File: src/rtl/keyed_write_gate.sv
module keyed_write_gate #(
  parameter int ADDR_W = 8,
  parameter int DATA_W = 8,
  parameter logic [ADDR_W-1:0] KEY_ADDR  = 8'hC7,
  parameter logic [ADDR_W-1:0] CTRL_ADDR = 8'hD8,
  parameter logic [DATA_W-1:0] KEY_FIRST  = 8'hAA,
  parameter logic [DATA_W-1:0] KEY_SECOND = 8'h55,
  parameter logic [DATA_W-1:0] PROT_MASK  = 8'h0B,
  parameter int GAP_CYC  = 3,
  parameter int OPEN_CYC = 3
) (
  input  logic              clk,
  input  logic              rst_n,
  input  logic              bus_wr,
  input  logic [ADDR_W-1:0] bus_addr,
  input  logic [DATA_W-1:0] bus_wdata,
  output logic [DATA_W-1:0] ctrl_we,
  output logic              win_open
);
  localparam int MAX_CYC = (GAP_CYC > OPEN_CYC) ? GAP_CYC : OPEN_CYC;
  localparam int CNT_W   = $clog2(MAX_CYC + 1);
  localparam logic [CNT_W-1:0] GAP_LIM  = CNT_W'(GAP_CYC);
  localparam logic [CNT_W-1:0] OPEN_LIM = CNT_W'(OPEN_CYC);
  localparam logic [CNT_W-1:0] CNT_ONE  = CNT_W'(1);

  typedef enum logic [1:0] {S_IDLE, S_ARMED, S_OPEN} gate_st_e;

  gate_st_e         st_q, st_d;
  logic [CNT_W-1:0] cnt_q, cnt_d;

  wire key_wr  = bus_wr && (bus_addr == KEY_ADDR);
  wire ctrl_wr = bus_wr && (bus_addr == CTRL_ADDR);

  assign win_open = (st_q == S_OPEN);

  for (genvar i = 0; i < DATA_W; i++) begin : g_bit_we
    if (PROT_MASK[i]) begin : g_guarded
      assign ctrl_we[i] = ctrl_wr && win_open;
    end else begin : g_free
      assign ctrl_we[i] = ctrl_wr;
    end
  end

  always_comb begin
    st_d  = st_q;
    cnt_d = cnt_q;
    unique case (st_q)
      S_IDLE: begin
        if (key_wr && bus_wdata == KEY_FIRST) begin
          st_d  = S_ARMED;
          cnt_d = CNT_ONE;
        end
      end
      S_ARMED: begin
        if (key_wr && bus_wdata == KEY_SECOND) begin
          st_d  = S_OPEN;
          cnt_d = CNT_ONE;
        end else if (bus_wr || cnt_q == GAP_LIM) begin
          st_d = S_IDLE;
        end else begin
          cnt_d = cnt_q + CNT_ONE;
        end
      end
      S_OPEN: begin
        if (bus_wr || cnt_q == OPEN_LIM) st_d = S_IDLE;
        else cnt_d = cnt_q + CNT_ONE;
      end
      default: st_d = S_IDLE;
    endcase
  end

  always_ff @(posedge clk) begin
    if (!rst_n) begin
      st_q  <= S_IDLE;
      cnt_q <= '0;
    end else begin
      st_q  <= st_d;
      cnt_q <= cnt_d;
    end
  end
endmodule


File: config.mk
export PLATFORM = sky130hd
export DESIGN_NAME = keyed_write_gate
export DESIGN_NICKNAME = d
export VERILOG_FILES = /design/src/rtl/keyed_write_gate.sv
export SDC_FILE = /design/constraint.sdc
export NUM_CORES = 1
export LEC_CHECK = 0
export ABC_CLOCK_PERIOD_IN_PS = 1800
export CAP_MARGIN = 0
export CELL_PAD_IN_SITES_DETAIL_PLACEMENT = 1
export CELL_PAD_IN_SITES_GLOBAL_PLACEMENT = 2
export CORE_ASPECT_RATIO = 1.4
export CORE_MARGIN = 2
export CORE_UTILIZATION = 20
export DETAILED_ROUTE_END_ITERATION = 16
export PLACE_DENSITY_LB_ADDON = 0.1
export SETUP_SLACK_MARGIN = 0.5
export SLEW_MARGIN = 20
export SYNTH_ARGS = -nofsm -noshare
export SYNTH_HDL_FRONTEND = slang
export SYNTH_SLANG_ARGS = --single-unit
File: constraint.sdc
create_clock -name clk -period 1.8 [get_ports clk]
set_input_delay 0.36 -clock clk [delete_from_list [all_inputs] [get_ports clk]]
set_output_delay 0.36 -clock clk [all_outputs]
set_load 0.1 [all_outputs]
==> Word-level counts from Yosys, hierarchy flattened <==
Cells that the tools add are included.
{ "totals": {"register_bits": 4, "inputBits": 19, "out_inout_bits": 9, "word_cells": 27} }
{ "classes": {"add_sub_neg": 1, "eq_ne": 8, "mux": 7, "reduce_logical": 9} }
{ "op_table": {"columns": ["operator", "count"], "rows": [
  ["$eq A8 B8 Y1 const B", 3],
  ["$pmux W2 S3", 2],
  ["$mux W2", 5],
  ["$eq A8 B7 Y1 const B", 1],
  ["$logic_and A1 B1 Y1", 5],
  ["$eq A2 B2 Y1 const B", 2],
  ["$reduce_bool A3 Y1", 1],
  ["$add A2 B1 Y2 const B", 1],
  ["$eq A2 B1 Y1 const B", 1],
  ["$logic_not A2 Y1", 1],
  ["$ne A2 B2 Y1 const B", 1],
  ["$reduce_and A2 Y1", 1],
  ["$logic_or A1 B1 Y1", 1]
]} }

==> Longest topological paths before layout <==
Gate-level depths: netlist of run 1.
{ "depth": {"word_depth": 5, "ltp_mapped": 6, "ltp_nobuf": 6} }

==> Worst setup path after synthesis of run 1 <==
OpenSTA, ideal clock, no wires.
{ "synth_timing": {"kind": "register -> output", "start": "register st_q[0]", "end": "output ctrl_we[1]", "arrival_time_ps": 2592, "required_ps": 1440, "path_slack_ps": -1152, "path_stages_with_launch": 5, "path_buffers": 1, "cell_sequence": "dfxtp_1 -> inv_1 -> ha_1 -> and2_1 -> buf_4"} }
{ "synth_via": {"elab_chain_len": 2} }
{ "synth_rtl": {"columns": ["element", "line", "text"], "rows": [
  ["start: declaration", "28", "gate_st_e st_q, st_d;"],
  ["start signal: assignment", "77", "st_q <= st_d;"],
  ["$eq A2 B2 Y1", "34", "assign win_open = (st_q == S_OPEN);"],
  ["named net win_open", "18", "output logic win_open"],
  ["$logic_and A1 B1 Y1", null, null],
  ["end: declaration", "17", "output logic [DATA_W-1:0] ctrl_we,"]
]} }
The timed path passes the listed nets, and every way through them passes these cells.

==> Final worst setup path of run 1 <==
{ "layout_timing": {"start": "input bus_addr[5]", "end": "output ctrl_we[1]"} }
{ "layout_via": {"elab_chain_len": 3} }
{ "layout_rtl": {"columns": ["element", "line", "text"], "rows": [
  ["start: declaration", "15", "input logic [ADDR_W-1:0] bus_addr,"],
  ["$eq A8 B8 Y1", "32", "wire ctrl_wr = bus_wr && (bus_addr == CTRL_ADDR);"],
  ["$logic_and A1 B1 Y1", "32", null],
  ["$logic_and A1 B1 Y1", "38", "assign ctrl_we[i] = ctrl_wr && win_open;"]
]} }
Every way passes these cells.

==> impl_metrics.tcl, run 1 <==
set metrics [dict create \
    syn_area_per_cell_um2 8.592 \
    grtUsageTotal_pct 13.05 \
    max-cap-violations 0 \
    finClkSkew_ns 0.001788 \
    pin_count 28 \
    yosysWarnings 0 \
    powerDensity_nw_per_um2 242.6 \
    synth_seq_cells 4 \
    die_y_um 64.07 \
    via_per_inst 4.641 \
    routed_wl_um 1797 \
    grt_pass1_vias 696 \
    firstDrtPassIters 2 \
    yosys_most_used_dff "dfxtp_1" \
    drc 0 \
    synth_edf_count 0 \
    critPathMaxStageDelay_ns 0.27 \
    syn_nets 84 \
    layout-drive-gt1-share_pct 57.73 \
    clock-sinks 4 \
    grt_first_pass_wirelength_um 2877 \
    slew_headroom_pct 76.53 \
    crit_chain "buf_6 > nand4b_1 > nor3_4 > and2_4 > buf_12" \
    slew_violations 0 \
    drtAntennaViolNets 0 \
    root_buffer "clkbuf_4" \
    die_w_um 46.91 \
    fin_tns_setup_ns 0 \
    rsz0062_at_grt "yes" \
    cts_buffer_depth 2 \
    setup_viol 0 \
    path_class "in2out" \
    start_util_pct 21.33 \
    vias 608 \
    p_leak_uw 0.0004536 \
    cp_data_required_time_ns 1.44 \
    dp_hpwl_um 1455 \
    wl_per_cell_um 13.72 \
    core-area_um2 2417 \
    synth_top_area_cell "dfxtp_1" \
    end_kind "primary output" \
    die-area_um2 3005 \
    netlist_top_cells_area "dfxtp_1 16%, ha_1 12%, buf_4 10%, nand4bb_1 6.6%, nor3_1 3.9%" \
    worst_path_max_delay_cell "nor3_4" \
    drt_iter0_markers 5 \
    hold_class "reg2reg" \
    status "complete, no violations" \
    antenna_found_initial 0 \
    io_buffer_count 27 \
    ys_async_sr_fraction_pct 0 \
    vdd_drop_max_mv 0.1073 \
    period_needed_ns 1.723 \
    clk_pin_slew_ns 0.04 \
    clk_latency_ns 0.24 \
    synth_area_um2 515.5 \
    cts_made_buffers 3 \
    finalCritPeriodShare_pct 95.74 \
    cp.arrival_ns 1.36 \
    htreeDepth 1 \
    cts_hold_buffers 0 \
    ys_seq_area_share_pct 15.53 \
    area_delta_synth_final_pct 123.3 \
    cp-start-kind "primary input" \
    grt-ovfl-total 0 \
    rows 21 \
    yosys.area.top_type_share_pct 15.53 \
    grt_max_degree 8 \
    cts_tree "done" \
    syn_inst 60 \
    n_antenna_cell 0 \
    holdWs_ns 0.5358 \
    path_delay_family "simple AND/OR/NAND/NOR gates" \
    max_freq_ghz 0.5803 \
    nFillCells 278 \
    path_max_fanout 3 \
    max_slew.worst_pin.slew_ns 0.3493 \
    hold_violations 0 \
    nets 123 \
    final_util_pct 47.62 \
    path_buf_inv 2 \
    place.gp.congestion 0.7324 \
    yosysUniqueCellTypes 32 \
]
final timing paths:
check	end	slack, ns	from	cells after the start
max reg2reg	cnt_q[1]$_SDFFE_PN0P_	0.31	st_q[1]$_SDFFE_PN0P_	5
min	st_q[0]$_SDFFE_PN0P_	0.54	st_q[0]$_SDFFE_PN0P_	2
min reg2reg	st_q[0]$_SDFFE_PN0P_	0.54	st_q[0]$_SDFFE_PN0P_	2
max	ctrl_we[1]	0.08	bus_addr[5]	5
flip-flops by register name, indices dropped and copies added, names as in the netlist:
register  count
cnt_q         2
st_q          2
per-stage QoR:
stage / area (um^2) / setup WS [ns] / cells / power, uW
floorplan: 584.3 / -0.07734 / 60 / 106.6
finish: 1151 / 0.07668 / 131 / 279.2
global placement: 977.2 / -0.2911 / 123 / 160.3
detailed placement: 977.2 / -0.3135 / 123 / 161.5
CTS: 1060 / 0.06341 / 127 / 280.5
global route: 1151 / 0.02527 / 131 / 289.7
synthesized netlist by cell type, types with 2 or more instances:
master and number:
inv_1 4, dfxtp_1 4, nand3_1 2, nand4b_1 2, nor3_1 4, nor4bb_1 2, nor2_1 2, a21oi_1 3
buf_4 7, ha_1 5, nand4bb_1 3, a211oi_1 2
metal layers:
metal / share of wire, % / track usage [%]
met5: 0 / 0
met4: 2.5 / 8.681
met3: 3.8 / 0
met2: 60 / 25.34
met1: 34 / 11.84
worst min-delay path: stages, from the launching register on:
cell and delay, ns:
dfxtp_2 0.34, nand3_1 0.07, a31oi_1 0.08
area by class of cell:
type                    count  area [um^2]  share of cell area (%)
repair buffers             41        459.2                   39.89
inverters                   4        15.01                   1.304
multi-input cells          45        529.3                   45.98
well taps                  34        42.54                   3.696
flip-flops and latches      4        82.58                   7.174
clock buffers               3        22.52                   1.957
report_power, final:
part | internal (uW) | leakage, uW | total [uW] | switching, uW
clock network | 74.8 | 0.0000138 | 115 | 40.1
registers | 89.1 | 0.0000332 | 89.1 | 0.000990
logic | 45.9 | 0.000407 | 75.3 | 29.4
cells in the final DEF (no fill, tap or decap), drive strengths merged, types with 2 or more instances in the layout:
master,netlist,routed
clkdlybuf4s15,0,4
nand4b,2,2
nor2,2,2
nor4bb,2,2
clkbuf,0,3
or2,2,2
ha,5,5
nor3,4,4
dlygate4sd2,0,6
buf,7,28
dfxtp,4,4
nand4bb,3,3
inv,4,4
a21oi,3,3
dlymetal6s2s,0,2
a211oi,3,3
nand3,2,2
kinds of logic after synthesis:
kind of cell             Yosys count  share of synthesized area [%]
AO/OA/AOI/OAI                     15                          24.51
XOR/XNOR                           1                          1.699
adder cells (fa/ha/maj)            5                          12.14
buffers and inverters             11                          13.11
flip-flops                         4                          15.53
AND/OR/NAND/NOR                   24                          33.01
repair_timing:
item | CTS | global route
pin swaps | 9 | 10
hold endpoints to repair | 0 | 0
buffers inserted | 1 | 4
resized for setup | 45 | 12
setup endpoints to repair | 13 | 13
Power figures use the tool's default switching activity.
==> inputs of run 2 (changes only) <==
==> constraint.sdc (replaced) <==
create_clock -name clk -period 1.8 [get_ports clk]
set_input_delay 0.27 -clock clk [delete_from_list [all_inputs] [get_ports clk]]
set_output_delay 0.27 -clock clk [all_outputs]
set_load 0.1 [all_outputs]
==> impl_metrics.tcl, run 2 (synthesis gave the netlist of run 1 again) <==
set metrics [dict create \
    grt_pass1_vias 648 \
    antenna_found_initial 0 \
    pre_cts_ws_ns -0.1766 \
    io_buffer_count 27 \
    drtAntennaViolNets 0 \
    r2r_setup_slack_ns 0.34 \
    slew_headroom_pct 80.73 \
    worst_path_max_delay_cell "dfxtp_4" \
    crit_chain "inv_2 > ha_4 > and2_4 > buf_12" \
    status "complete, no violations" \
    clk_latency_ns 0.26 \
    clk_pin_slew_ns 0.04 \
    top_regs "cnt_q: 2 flops, st_q: 2 flops" \
    die_y_um 64.07 \
    n_antenna_cell 0 \
    die_w_um 46.91 \
    area_delta_synth_final_pct 121.4 \
    rows 21 \
    htreeDepth 1 \
    finalCritPeriodShare_pct 84.73 \
    setup_viol 0 \
    grtUsageTotal_pct 13.37 \
    drt_iter0_markers 9 \
    ff2ff_path_depth 6 \
    place.gp.congestion 0.7581 \
    period_needed_ns 1.525 \
    most-common-layout-cells "13 x buf_4, 9 x dlygate4sd2_1, 9 x buf_12" \
    critPathMaxStageDelay_ns 0.35 \
    nets 126 \
    routed_wl_um 1808 \
    die-area_um2 3005 \
    clock-sinks 4 \
    max-cap-violations 0 \
    place_inst 126 \
    vias 633 \
    rsz0062_at_grt "yes" \
    wl_per_cell_um 13.49 \
    pin_count 28 \
    dp_hpwl_um 1429 \
    vdd_drop_max_mv 0.2652 \
    layout-drive-gt1-share_pct 61.00 \
    root_buffer "clkbuf_4" \
    path_max_fanout 5 \
    cts_made_buffers 3 \
    max_slew.worst_pin.slew_ns 0.2886 \
    cp-start-kind "flop" \
    post_layout_nonfiller_instances 134 \
    grt-ovfl-total 0 \
    core-area_um2 2417 \
    drc 0 \
    cts_hold_buffers 0 \
    final_util_pct 47.21 \
    hold_class "reg2reg" \
    via_per_inst 4.724 \
    finClkSkew_ns 0.009586 \
    hold_depth 2 \
    cp.arrival_ns 1.26 \
    path_class "reg2out" \
    start_util_pct 21.33 \
    cp_data_required_time_ns 1.53 \
    end_kind "primary output" \
    cts_tree "done" \
    layout_commonest_cell "buf_4" \
    grt_max_degree 8 \
    fin_ws_ns 0.2748 \
    grt_first_pass_wirelength_um 2932 \
    p_leak_uw 0.0004439 \
    hold_violations 0 \
    powerDensity_nw_per_um2 245.2 \
    max_freq_ghz 0.6557 \
    firstDrtPassIters 4 \
    cts_buffer_depth 2 \
    slew_violations 0 \
]
run 2: final cells by class:
type / count / area, um^2
clock buffers: 3 / 22.52
fillers: 280 / 1276
inverters: 4 / 15.01
multi-input cells: 45 / 515.5
flip-flops and latches: 4 / 87.58
well taps: 34 / 42.54
repair buffers: 44 / 457.9
run 2: what timing repair did:
item,CTS,global route
resized for setup,54,7
buffers inserted,3,2
setup endpoints to repair,13,13
pin swaps,16,7
run 2: critical path: cells and delay by family, from the launching register on:
| family | cells | cell delay [ns] |
|---|---|---|
| DFF | 1 | 0.35 |
| buffers and inverters | 2 | 0.25 |
| and+or+nand+nor | 1 | 0.21 |
| adders and majority gates | 1 | 0.19 |
run 2: worst paths after layout:
kind,start,end
min reg2reg,cnt_q[1]$_SDFFE_PN0P_,cnt_q[1]$_SDFFE_PN0P_
min,cnt_q[1]$_SDFFE_PN0P_,cnt_q[1]$_SDFFE_PN0P_
max,st_q[0]$_SDFFE_PN0P_,ctrl_we[0]
max reg2reg,st_q[1]$_SDFFE_PN0P_,cnt_q[0]$_SDFFE_PN0P_
run 2: per-layer routing:
layer,vias up,share of wire [%],global-route usage [%]
met5,-,0,0
met4,0,1.7,5.208
met3,2,4.0,1.977
met2,20,56,24.66
met1,305,39,14.04
li1,306,-,-
run 2: where the power goes:
| part | leakage (uW) | internal [uW] | total (uW) | switching (uW) |
|---|---|---|---|---|
| Sequential | 0.0000338 | 86.1 | 86.1 | 0.000784 |
| Clock | 0.0000138 | 75.2 | 122 | 46.4 |
| Combinational | 0.000396 | 43.0 | 72.1 | 29.1 |
| Total | 0.000444 | 204 | 280 | 75.5 |
run 2: per-stage QoR:
stage	area (um^2)	TNS, ns	hold WS [ns]	power [uW]
6_report	1141	0	0.5444	279.8
3_3_place_gp	983.4	-1.075	0.5276	162.3
4_1_cts	1140	0	0.5552	280.5
2_1_floorplan	568.0	0	0.4124	106.0
5_1_grt	1141	0	0.5852	287.4
3_5_place_dp	983.4	-1.505	0.5232	162.7
==> inputs of run 3 (changes only) <==
--- a/config.mk
+++ b/config.mk
@@ -5,13 +5,13 @@
 export SDC_FILE = /design/constraint.sdc
 export NUM_CORES = 1
 export LEC_CHECK = 0
-export ABC_CLOCK_PERIOD_IN_PS = 1800
+export ABC_CLOCK_PERIOD_IN_PS = 1200
 export CAP_MARGIN = 0
 export CELL_PAD_IN_SITES_DETAIL_PLACEMENT = 1
 export CELL_PAD_IN_SITES_GLOBAL_PLACEMENT = 2
 export CORE_ASPECT_RATIO = 1.4
 export CORE_MARGIN = 2
-export CORE_UTILIZATION = 20
+export CORE_UTILIZATION = 18
 export DETAILED_ROUTE_END_ITERATION = 16
 export PLACE_DENSITY_LB_ADDON = 0.1
 export SETUP_SLACK_MARGIN = 0.5
==> constraint.sdc (replaced) <==
create_clock -name clk -period 1.2 [get_ports clk]
set_input_delay 0.18 -clock clk [delete_from_list [all_inputs] [get_ports clk]]
set_output_delay 0.18 -clock clk [all_outputs]
set_load 0.1 [all_outputs]
==> impl_metrics.tcl, run 3 (synthesis gave the netlist of run 1 again) <==
set metrics [dict create \
    grtUsageTotal_pct 13.74 \
    vias 656 \
    drc 0 \
    post_layout_nonfiller_instances 146 \
    clock-sinks 4 \
    die-area_um2 3314 \
    top_regs "cnt_q: 2 flops, st_q: 2 flops" \
    path_max_fanout 4 \
    die_y_um 67.32 \
    violations "setup timing" \
    cts_tree "done" \
    area_delta_synth_final_pct 144.7 \
    n_antenna_cell 0 \
    cts_made_buffers 3 \
    nets 135 \
    cp-start-kind "flop" \
    cts_buffer_depth 2 \
    drtAntennaViolNets 0 \
    place.gp.congestion 0.7972 \
    slew_violations 0 \
    io_buffer_count 27 \
    layout-drive-gt1-share_pct 66.06 \
    vdd_drop_max_mv 0.2253 \
    rsz0062_at_grt "yes" \
    grt-ovfl-total 0 \
    fin_ws_ns -0.2825 \
    fin_tns_setup_ns -2.736 \
    setup_viol 13 \
    pin_count 28 \
    wl_per_cell_um 13.99 \
    met3_usage_pct 3.761 \
    routed_wl_um 2042 \
    max_slew.worst_pin.slew_ns 0.2966 \
    grt_util_met2_pct 27.53 \
    cp.arrival_ns 1.30 \
    max-cap-violations 0 \
    dp_hpwl_um 1697 \
    slew_headroom_pct 80.08 \
    grt_max_degree 7 \
    p_leak_uw 0.0004913 \
    seq_area_um2 87.58 \
    path_class "reg2out" \
    layout_commonest_cell "buf_4" \
    multi_input_area_um2 519.2 \
    hold_class "in2reg" \
    powerDensity_nw_per_um2 425.6 \
    antenna_found_initial 0 \
    rows 23 \
    finalCritPeriodShare_pct 123.5 \
    nFillCells 320 \
    grt_pass1_vias 714 \
    clk_latency_ns 0.23 \
    root_buffer "clkbuf_8" \
    grt-busiest-layer "met2" \
    end_kind "primary output" \
    place_inst 140 \
    htreeDepth 1 \
    drt_iter0_markers 4 \
    max_freq_ghz 0.6745 \
    core-area_um2 2791 \
    period_needed_ns 1.483 \
    grt_first_pass_wirelength_um 3360 \
    finClkSkew_ns 0.006365 \
    status "complete, but fails checks" \
    start_util_pct 18.47 \
    via_per_inst 4.493 \
    grt_use_met1_pct 12.70 \
    most-common-layout-cells "21 x buf_4, 12 x dlygate4sd2_1, 9 x buf_12" \
    cp_data_required_time_ns 1.02 \
    die_w_um 49.23 \
    firstDrtPassIters 3 \
    hold_violations 0 \
    clk_pin_slew_ns 0.04 \
]
-- run 3: stage by stage --
step / utilization, % / hold WS [ns] / total power (uW) / setup slack [ns] / area (um^2)
2_1_floorplan: - / 0.3224 / 159.0 / -0.3613 / 576.8
3_3_place_gp: 38.37 / 0.4970 / 247.1 / -0.6426 / 1071
3_5_place_dp: 38.37 / 0.5445 / 250.0 / -0.6513 / 1071
4_1_cts: 43.84 / 0.4627 / 533.8 / -0.2632 / 1224
5_1_grt: 45.18 / 0.4977 / 562.9 / -0.3322 / 1261
6_report: 45.18 / 0.4481 / 536.8 / -0.2825 / 1261
-- run 3: worst paths after layout --
| path | start | endpoint | slack, ns | cells after the start |
|---|---|---|---|---|
| setup reg to reg | st_q[1]$_SDFFE_PN0P_ | st_q[1]$_SDFFE_PN0P_ | -0.28 | 6 |
| setup / recovery | st_q[1]$_SDFFE_PN0P_ | ctrl_we[0] | -0.28 | 5 |
| hold reg to reg | st_q[1]$_SDFFE_PN0P_ | st_q[1]$_SDFFE_PN0P_ | 0.57 | 1 |
| hold / removal | bus_wr | cnt_q[1]$_SDFFE_PN0P_ | 0.45 | 5 |
-- run 3: cell type report --
| class | instances | area share [%] |
|---|---|---|
| clock buffers | 3 | 3.274 |
| inverters | 4 | 1.587 |
| multi-input cells | 45 | 41.17 |
| flip-flops and latches | 4 | 6.944 |
| well taps | 37 | 3.671 |
| repair buffers | 53 | 43.35 |
-- run 3: worst max-delay path, cell delays in order (launching register included) --
cell     delay (ns)
dfxtp_4        0.36
buf_6          0.12
ha_4           0.16
buf_6          0.11
and2_4         0.16
buf_12         0.17
-- run 3: report_power, final --
group	leakage (uW)	switching, uW	internal (uW)
Clock	0.0000216	84.7	215
Sequential	0.0000338	0.00150	129
Combinational	0.000436	42.6	65.0
-- run 3: metal layers --
layer / routed length [um] / share of wire, % / vias up
met5: 0 / 0 / -
met4: 34 / 1.7 / 0
met3: 100 / 4.9 / 5
met2: 1230 / 60 / 25
met1: 677 / 33 / 303
li1: - / - / 323
-- run 3: repair_timing --
item,CTS,global route
endpoints found under the setup margin,13,13
setup buffers,3,0
pin swaps,21,4
hold buffers,0,0
gates resized for setup,53,7
